### src/rtl/rxwb_pkg.sv
// Shared constants and word-packing helpers for the receive descriptor
// completion engine. Assumes four 32-bit words per descriptor.
package rxwb_pkg;

    localparam int WORDS_PER_DESC = 4;
    localparam int WORD_W         = 32;
    localparam int LEN_OFF        = 2;   // word holding the frame length
    localparam int STAT_OFF       = 3;   // word holding status and errors

    // Length word: checksum half left zero, length in the low half.
    function automatic logic [WORD_W-1:0] pack_len_word(input logic [15:0] len);
        return {16'h0000, len};
    endfunction

    // Status word: done, end of packet and VLAN flags in the low byte,
    // error flags in the next byte, upper half zero.
    function automatic logic [WORD_W-1:0] pack_stat_word(input logic [4:0] err,
                                                        input logic       vlan);
        logic [7:0] err_byte;
        logic [7:0] stat_byte;
        err_byte  = {err[4], 2'b00, err[3], 1'b0, err[2], err[1], err[0]};
        stat_byte = {4'b0000, vlan, 1'b0, 1'b1, 1'b1};
        return {16'h0000, err_byte, stat_byte};
    endfunction

endpackage

### src/rtl/rxwb_ring_mem.sv
// Descriptor storage as a flop array with two write sources.
// The engine writes the length and status words of one slot per cycle.
// The host port writes any single word. On an address clash the engine
// value is kept. Reads are combinational.
// Assumes N_DESC >= 2.
module rxwb_ring_mem #(
    parameter int N_DESC = 8,
    localparam int IW = $clog2(N_DESC),
    localparam int NW = N_DESC * rxwb_pkg::WORDS_PER_DESC,
    localparam int AW = $clog2(NW)
) (
    input  logic          clk,
    input  logic          rst_n,
    input  logic          eng_we,
    input  logic [IW-1:0] eng_slot,
    input  logic [31:0]   eng_w2,
    input  logic [31:0]   eng_w3,
    input  logic          host_we,
    input  logic [AW-1:0] host_addr,
    input  logic [31:0]   host_wdata,
    input  logic [AW-1:0] rd_addr,
    output logic [31:0]   rd_data
);

    logic [31:0] words [NW];

    for (genvar g = 0; g < NW; g++) begin : g_word
        localparam logic [IW-1:0] SLOT = IW'(g / rxwb_pkg::WORDS_PER_DESC);
        localparam int            OFF  = g % rxwb_pkg::WORDS_PER_DESC;
        localparam bit            ENG_OWNED = (OFF == rxwb_pkg::LEN_OFF) ||
                                              (OFF == rxwb_pkg::STAT_OFF);
        logic        eng_hit;
        logic        host_hit;
        logic [31:0] eng_val;

        assign eng_hit  = ENG_OWNED && eng_we && (eng_slot == SLOT);
        assign host_hit = host_we && (host_addr == AW'(g));
        assign eng_val  = (OFF == rxwb_pkg::STAT_OFF) ? eng_w3 : eng_w2;

        // Storage word update: reset clear, engine first, then host.
        always_ff @(posedge clk) begin
            if (!rst_n) begin
                words[g] <= '0;
            end else if (eng_hit) begin
                words[g] <= eng_val;
            end else if (host_hit) begin
                words[g] <= host_wdata;
            end
        end
    end

    // Host read mux.
    always_comb begin
        rd_data = words[rd_addr];
    end

endmodule

### src/rtl/rxwb_ptr_ctrl.sv
// Ring pointer control: descriptor count, head and tail indices, the
// accept/drop decision for each frame, and the saturating missed counter.
// Assumes one frame pulse at most per cycle.
// Owned descriptors run from head up to, but not including, tail.
module rxwb_ptr_ctrl #(
    parameter int N_DESC = 8,
    parameter int CNT_W  = 16,
    localparam int IW = $clog2(N_DESC),
    localparam int CW = $clog2(N_DESC + 1)
) (
    input  logic             clk,
    input  logic             rst_n,
    input  logic             cfg_len_we,
    input  logic [15:0]      cfg_len_bytes,
    input  logic             tail_we,
    input  logic [CW-1:0]    tail_wdata,
    input  logic             frm_valid,
    output logic             accept,
    output logic [IW-1:0]    head,
    output logic [IW-1:0]    tail,
    output logic [CW-1:0]    desc_cnt,
    output logic [CNT_W-1:0] missed
);

    logic [11:0]   raw_cnt;
    logic [CW-1:0] cnt_next;
    logic [CW:0]   head_inc;
    logic          head_wrap;
    logic [IW-1:0] head_next;
    logic          tail_ok;
    logic          sat;

    // Count from the byte length, limited to the storage size.
    always_comb begin
        raw_cnt  = cfg_len_bytes[15:4];
        cnt_next = (raw_cnt > 12'(N_DESC)) ? CW'(N_DESC) : raw_cnt[CW-1:0];
    end

    // Accept decision, head successor with wrap, and tail range check.
    always_comb begin
        accept    = frm_valid && !cfg_len_we && (head != tail);
        head_inc  = {1'b0, CW'(head)} + (CW+1)'(1);
        head_wrap = (head_inc == {1'b0, desc_cnt});
        head_next = head_wrap ? '0 : head + IW'(1);
        tail_ok   = tail_we && (tail_wdata < desc_cnt);
        sat       = (missed == {CNT_W{1'b1}});
    end

    // Descriptor count register.
    always_ff @(posedge clk) begin
        if (!rst_n) begin
            desc_cnt <= '0;
        end else if (cfg_len_we) begin
            desc_cnt <= cnt_next;
        end
    end

    // Head index: cleared by a ring size write, stepped per accepted frame.
    always_ff @(posedge clk) begin
        if (!rst_n) begin
            head <= '0;
        end else if (cfg_len_we) begin
            head <= '0;
        end else if (accept) begin
            head <= head_next;
        end
    end

    // Tail index: cleared by a ring size write, loaded by an in-range write.
    always_ff @(posedge clk) begin
        if (!rst_n) begin
            tail <= '0;
        end else if (cfg_len_we) begin
            tail <= '0;
        end else if (tail_ok) begin
            tail <= tail_wdata[IW-1:0];
        end
    end

    // Missed-frame counter, saturating.
    always_ff @(posedge clk) begin
        if (!rst_n) begin
            missed <= '0;
        end else if (frm_valid && !accept && !sat) begin
            missed <= missed + CNT_W'(1);
        end
    end

endmodule

### src/rtl/rxwb_wb_stage.sv
// Writeback stage. It registers the target slot and both packed
// descriptor words of an accepted frame. It presents them to storage one
// cycle later as a single write of both words, so done never leads the
// length. Assumes the accept decision has already been made.
module rxwb_wb_stage #(
    parameter int N_DESC = 8,
    localparam int IW = $clog2(N_DESC)
) (
    input  logic          clk,
    input  logic          rst_n,
    input  logic          accept,
    input  logic [IW-1:0] slot_in,
    input  logic [15:0]   frm_len,
    input  logic [4:0]    frm_err,
    input  logic          vlan_strap,
    output logic          eng_we,
    output logic [IW-1:0] eng_slot,
    output logic [31:0]   eng_w2,
    output logic [31:0]   eng_w3
);

    import rxwb_pkg::*;

    // Pending-write valid flag.
    always_ff @(posedge clk) begin
        if (!rst_n) begin
            eng_we <= 1'b0;
        end else begin
            eng_we <= accept;
        end
    end

    // Capture of slot and packed words for the accepted frame.
    always_ff @(posedge clk) begin
        if (!rst_n) begin
            eng_slot <= '0;
            eng_w2   <= '0;
            eng_w3   <= '0;
        end else if (accept) begin
            eng_slot <= slot_in;
            eng_w2   <= pack_len_word(frm_len);
            eng_w3   <= pack_stat_word(frm_err, vlan_strap);
        end
    end

endmodule

### src/rtl/rxwb_engine.sv
// Receive descriptor completion engine, top level. For each reported
// frame it either fills the descriptor at head and advances head, or
// drops the frame and counts it when the ring holds no owned entry.
// Assumes N_DESC >= 2 and frames arrive as one-cycle pulses.
module rxwb_engine #(
    parameter int N_DESC = 8,
    parameter int CNT_W  = 16,
    localparam int IW = $clog2(N_DESC),
    localparam int CW = $clog2(N_DESC + 1),
    localparam int AW = $clog2(N_DESC * rxwb_pkg::WORDS_PER_DESC)
) (
    input  logic             clk,
    input  logic             rst_n,
    input  logic             cfg_len_we,
    input  logic [15:0]      cfg_len_bytes,
    input  logic             tail_we,
    input  logic [CW-1:0]    tail_wdata,
    input  logic             host_we,
    input  logic [AW-1:0]    host_addr,
    input  logic [31:0]      host_wdata,
    input  logic [AW-1:0]    host_rd_addr,
    output logic [31:0]      host_rd_data,
    input  logic             frm_valid,
    input  logic [15:0]      frm_len,
    input  logic [4:0]       frm_err,
    input  logic             vlan_strap,
    output logic [IW-1:0]    head_idx,
    output logic [IW-1:0]    tail_idx,
    output logic [CNT_W-1:0] missed_cnt
);

    logic          accept;
    logic [CW-1:0] desc_cnt;
    logic          eng_we;
    logic [IW-1:0] eng_slot;
    logic [31:0]   eng_w2;
    logic [31:0]   eng_w3;

    rxwb_ptr_ctrl #(.N_DESC(N_DESC), .CNT_W(CNT_W)) u_ptr (
        .clk           (clk),
        .rst_n         (rst_n),
        .cfg_len_we    (cfg_len_we),
        .cfg_len_bytes (cfg_len_bytes),
        .tail_we       (tail_we),
        .tail_wdata    (tail_wdata),
        .frm_valid     (frm_valid),
        .accept        (accept),
        .head          (head_idx),
        .tail          (tail_idx),
        .desc_cnt      (desc_cnt),
        .missed        (missed_cnt)
    );

    rxwb_wb_stage #(.N_DESC(N_DESC)) u_wb (
        .clk        (clk),
        .rst_n      (rst_n),
        .accept     (accept),
        .slot_in    (head_idx),
        .frm_len    (frm_len),
        .frm_err    (frm_err),
        .vlan_strap (vlan_strap),
        .eng_we     (eng_we),
        .eng_slot   (eng_slot),
        .eng_w2     (eng_w2),
        .eng_w3     (eng_w3)
    );

    rxwb_ring_mem #(.N_DESC(N_DESC)) u_mem (
        .clk        (clk),
        .rst_n      (rst_n),
        .eng_we     (eng_we),
        .eng_slot   (eng_slot),
        .eng_w2     (eng_w2),
        .eng_w3     (eng_w3),
        .host_we    (host_we),
        .host_addr  (host_addr),
        .host_wdata (host_wdata),
        .rd_addr    (host_rd_addr),
        .rd_data    (host_rd_data)
    );

endmodule

### config.mk
export PLATFORM = sky130hd
export DESIGN_NAME = rxwb_engine
export DESIGN_NICKNAME = d
export VERILOG_FILES = /design/src/rtl/rxwb_pkg.sv /design/src/rtl/rxwb_ring_mem.sv /design/src/rtl/rxwb_ptr_ctrl.sv /design/src/rtl/rxwb_wb_stage.sv /design/src/rtl/rxwb_engine.sv
export SDC_FILE = /design/constraint.sdc
export NUM_CORES = 2
export LEC_CHECK = 0
export BUFFER_PORTS_ARGS = -buffer_cell sky130_fd_sc_hd__buf_2
export CAP_MARGIN = 30
export CORE_UTILIZATION = 50
export DETAILED_ROUTE_END_ITERATION = 10
export MAX_ROUTING_LAYER = met4
export PLACE_DENSITY = 0.66
export SLEW_MARGIN = 20
export SYNTH_ARGS = -nofsm -noshare
export SYNTH_HDL_FRONTEND = slang
export SYNTH_SLANG_ARGS = --single-unit
### constraint.sdc
create_clock -name clk -period 6.9 [get_ports clk]
set_clock_uncertainty 0.1 [all_clocks]
set_input_delay 1.38 -clock clk [delete_from_list [all_inputs] [get_ports clk]]
set_output_delay 1.38 -clock clk [all_outputs]
set_load 0.05 [all_outputs]
; After elaboration in Yosys (flattened, before gate mapping)
; Memory sizes are Yosys's and may differ from the RTL's.
; Cells that the tools add are included.
[classes]
n_addsub = 3
n_lt_le_gt_ge = 2
eq_ne = 41
n_mux = 187
bitwise = 49
n_reduce_logical = 51
[ops]
columns = op, count
row1 = 2-to-1 mux 32 bit, 48
row2 = 2-to-1 mux 1 bit, 137
row3 = == test 5 bit (second input constant), 16
row4 = OR 1 bit, 48
row5 = logical AND 1 bit, 45
row6 = == test 5 x 4 -> 1 bit (second input constant), 8
row7 = == test 5 x 3 -> 1 bit (second input constant), 4
row8 = adder 16 x 1 -> 16 bit (second input constant), 1
row9 = == test 16 bit (second input constant), 1
row10 = == test 3 bit (second input constant), 4
row11 = > comparator 12 x 4 -> 1 bit (second input constant), 1
row12 = == test 5 x 2 -> 1 bit (second input constant), 2
row13 = == test 3 x 2 -> 1 bit (second input constant), 2
row14 = == test 5 x 1 -> 1 bit (second input constant), 1
row15 = == test 5 x 4 -> 1 bit, 1
row16 = zero test 5 bit, 1
row17 = adder 3 x 1 -> 4 bit (second input constant), 1
row18 = less-than comparator 4 bit, 1
row19 = 2-to-1 mux 4 bit, 1
row20 = adder 3 x 1 -> 3 bit (second input constant), 1
row21 = == test 3 x 1 -> 1 bit (second input constant), 1
row22 = zero test 1 bit, 3
row23 = zero test 3 bit, 1
row24 = 2-to-1 mux 3 bit, 1
row25 = other kinds (3), 3
[word_totals]
reg_bits = 54
mem_bits_rw = 1024
output_inout_bits = 54
elab_cells = 342
n_memories = 1
[mem_list]
columns = name, depth, width, rd, rd_ports_with_merged_regs, wr, line
row1 = u_mem.words, 32, 32, 1, 0, 32, rxwb_ring_mem.sv:25  ; logic [31:0] words [NW];

; Logic depth before layout (Yosys ltp)
[logic_depth]
depth_word = 7
depth_mapped = 8
depth_no_buf = 7

; Cells and area by module
; Synthesis repeated with hierarchy kept, for this count alone.
[unflattened]
hier_cells = 3935
area_unflattened_um2 = 51765.9
[by_module_without_submodules]
columns = module, instances, cells_each, area_per_inst_um2
row1 = rxwb_ring_mem, 1, 3643, 49059.6
row2 = rxwb_ptr_ctrl, 1, 166, 1375.1
row3 = rxwb_wb_stage, 1, 126, 1331.3

; Worst setup path before layout
; Ideal clock, no wire load.
[synth_timing]
path_type = input to output
start = input port host_rd_addr[0]
end = output port host_rd_data[10]
arrival_time_ps = 3439
required_ps = 5420
setup_slack_ps = 1981
path_stages = 5
n_path_buf = 2
cell_sequence = buf_2 -> clkbuf_1 -> mux4_2 -> mux4_2 -> mux2_2
[synth_via]
elab_chain_cells = 1
[synth_lines]
columns = element, line
row1 = start: declaration, rxwb_engine.sv:21  ; input logic [AW-1:0] host_rd_addr,
row2 = memory read (32 x 32 bit), n/a
row3 = end: declaration, rxwb_engine.sv:22  ; output logic [31:0] host_rd_data,
; Every way passes these cells.

; Worst setup path after layout
[layout_timing]
start = input port host_rd_addr[0]
end = output port host_rd_data[22]
; The elaborated chain is that of the path after synthesis.

==> out/metrics.cfg <==
[routing]
drt_iter0_markers = 4479
vias_per_cell = 6.44
drt-total-wl_mm = 148
post_drt_wl_per_cell_microns = 32.7
dr_total_vias = 29092
antenna_left = 0
drc = 0
first_pass_iters = 6

[global_routing]
grt_most_used_layer = met2
use_met3_pct = 5.99
grt_usage_pct = 30.9
grt_overflow = 0
grt_pass1_wl_mm = 209
antenna_found_initial = 14
global_route.usage.met1_pct = 40.2
grt_pass1_vias = 29082
grt_max_degree = 67
use_met2_pct = 48.7

[worst_setup_path]
cp_num_buf_inv = 3
cp_cell_sequence = buf_8 > buf_4 > mux4_2 > mux4_2 > mux2_2 > buf_2
startpoint = host_rd_addr[0]
slowest_delay_ns = 0.61
critPathMaxFanout = 44
worstSetupStartpointType = input port
required_ns = 5.42
r2r_setup_slack_ns = 3.72
crit_type = in2out
path_delay_family = multiplexers
cp-end-kind = output port
arrival_ns = 4.12
r2r-start = u_wb.eng_slot[2]$_SDFFE_PN0P_
cpMostUsedCell = mux4_2
crit_slowest_cell = mux4_2

[clock_tree]
clock_sinks = 1077
htree_levels = 3
clkSlewWorstSetupHoldPaths_ns = 0.05
cts-root-buf = clkbuf_16
numCtsBuffers = 109
post_cts_buffers = 0
cts_tree = done
cts_hold_buf = 0
post_cts_resized = 0
clock_latency_ns = 0.70
cts_buffer_depth = 3

[place]
place_congestion = 0.851
post_dp_cell_area_sq_um = 51900
hpwl_mm = 84.9
portBuffers = 139

[floorplan]
dieArea_sq_um = 100000
io_pins = 144
floorplan.rows = 114
die_h_microns = 316
initial_utilization_pct = 50.7
core_region_area_sq_um = 97300
die_width_microns = 316

[timing]
finalSetupViolCount = 0
slew_headroom_pct = 31.1
layout_min_cycle_time_ns = 5.60
worstMarginPinSlew_ns = 1.03
rsz0062_at_grt = false
post-route-period-util_pct = 81.2
hold_viol = 0
maxSlewViolCount = 0
max_freq_mhz = 178
tns_ns = 0

[synth]
synth_edf_count = 1024
synth_common_cells = edfxtp_1 (1024), and2_1 (848), mux4_2 (320), clkbuf_1 (260), a22o_1 (193)
ys_seq_area_share_pct = 64.5
ys.flop_type = edfxtp_1
synth_area_sq_um = 49300
ys_warn_count = 0
synth_cell_type_count = 41
synth_seq_cells = 1077
synth_most_common_cell = edfxtp_1
avgSynthCellArea_sq_um = 15.9
synth_area_leaders = edfxtp_1 (62%), mux4_2 (15%), and2_1 (11%)
async_flop_share_pct = 0
yosysTopAreaCell = edfxtp_1
syn-num-nets = 3196
synthCells = 3101
synth_top_area_share_pct = 62.3

[flow_run]
maxCapViolations = 0

[finish]
fin_area_sq_um = 55600
drive_gt1_share_pct = 25.8
fillers = 7495
syn2layout_area_growth_pct = 12.6
nets = 3227
final_util_pct = 57.1

[min_path]
hp-start = u_ptr.tail[1]$_SDFFE_PP0P_
worstHoldPathType = reg2reg

[power_and_ir_drop]
power.switching_uw = 3450
p_total_uw = 14800
p_seq_share_pct = 51.3
powerDensity_nw_per_um2 = 266
clockPowerShare_pct = 40.1
p_leak_uw = 0.0191
swShare_pct = 23.3
intPower_uw = 11300
combPwrFrac_pct = 8.6
ir_drop_uv = 230

[status]
status = completed

[metal layers]
metal  wire, microns  vias to the layer above
met4            5170                        0
met2           71400                     1818
met5               0                        -
met3           16400                      337
li1                -                    11807
met1           54700                    15130
[flip-flops by register name, indices dropped and copies added (netlist names)]
signal          flops
u_wb.eng_w3         7
u_wb.eng_we         1
u_mem.words      1024
u_wb.eng_slot       3
u_ptr.desc_cnt      4
u_ptr.head          3
u_ptr.missed       16
u_ptr.tail          3
u_wb.eng_w2        16
[cell usage in the layout (no fill, tap or decap), types with 6 or more instances in the layout]
master	count
clkinv_1	20
nor2_2	6
a21boi_0	25
xnor2_1	15
buf_2	134
bufinv_16	11
o21ai_0	12
edfxtp_1	1024
buf_16	10
mux2_2	32
clkbuf_1	27
mux4_2	320
nor2b_1	8
nand2b_1	10
nor2_4	21
buf_4	89
buf_12	6
diode_2	10
clkbuf_16	109
nand2_1	77
or2_2	7
dfxtp_1	53
and2_1	848
o21ai_4	23
clkinv_2	25
buf_8	6
nor3_2	12
nand3_1	18
nand4_1	9
nor2_1	7
a22o_1	193
[layout make-up]
class                      instances  area (sq um)  share of cell area [%]
timing repair buffer             247          1850                    3.32
inverter                           4          15.0                  0.0270
antenna                           10          25.0                  0.0450
clock inverter                    66           654                    1.18
tap                             1276          1600                    2.87
sequential                      1077         31800                    57.2
clock buffer                     141          2900                    5.21
multi-input combinational       1693         16700                    30.1
[kinds of logic (layout without fill, tap and decap cells)]
family                   Yosys count  after routing  synth area share [%]
AO/OA/AOI/OAI                    273            273                  4.46
AND/OR/NAND/NOR                 1040           1040                  12.5
XOR/XNOR                          20             20                 0.355
adder cells (fa/ha/maj)            5              5                 0.127
multiplexers                     355            355                  15.4
other                              0             10                     0
flip-flops                      1077           1077                  64.5
buffers and inverters            331            458                  2.65
[stage by stage]
| stage | setup slack [ns] | std cells | hold WS, ns |
|---|---|---|---|
| floorplan | 1.98 | 3101 | 0.373 |
| global placement | 1.26 | 4281 | 0.369 |
| detailed placement | 1.23 | 4293 | 0.394 |
| CTS | 1.23 | 4500 | 0.403 |
| global route | 1.17 | 4510 | 0.427 |
| finish | 1.30 | 4514 | 0.404 |
[path summary, 6_finish.rpt]
path,cells past startpoint,endpoint
setup / recovery,6,host_rd_data[22]
hold / removal,2,u_ptr.tail[1]$_SDFFE_PP0P_
hold reg to reg,2,u_ptr.tail[1]$_SDFFE_PP0P_
setup reg to reg,5,u_mem.words[10][14]$_DFFE_PP_
[power by group through the flow]
stage          combinational, uW  clock (uW)  sequential (uW)
2_1_floorplan                815           0             7700
3_3_place_gp                1250           0             7700
3_5_place_dp                1270           0             7730
4_1_cts                     1280        5980             7590
5_1_grt                     1330        6210             7610
6_report                    1280        5930             7590
[worst min-delay path, stage by stage (launching register included)]
cell     delay, ns
dfxtp_1       0.33
nand2_1       0.06
o21ai_0       0.06
No activity file was read; power rests on OpenSTA's default activity.
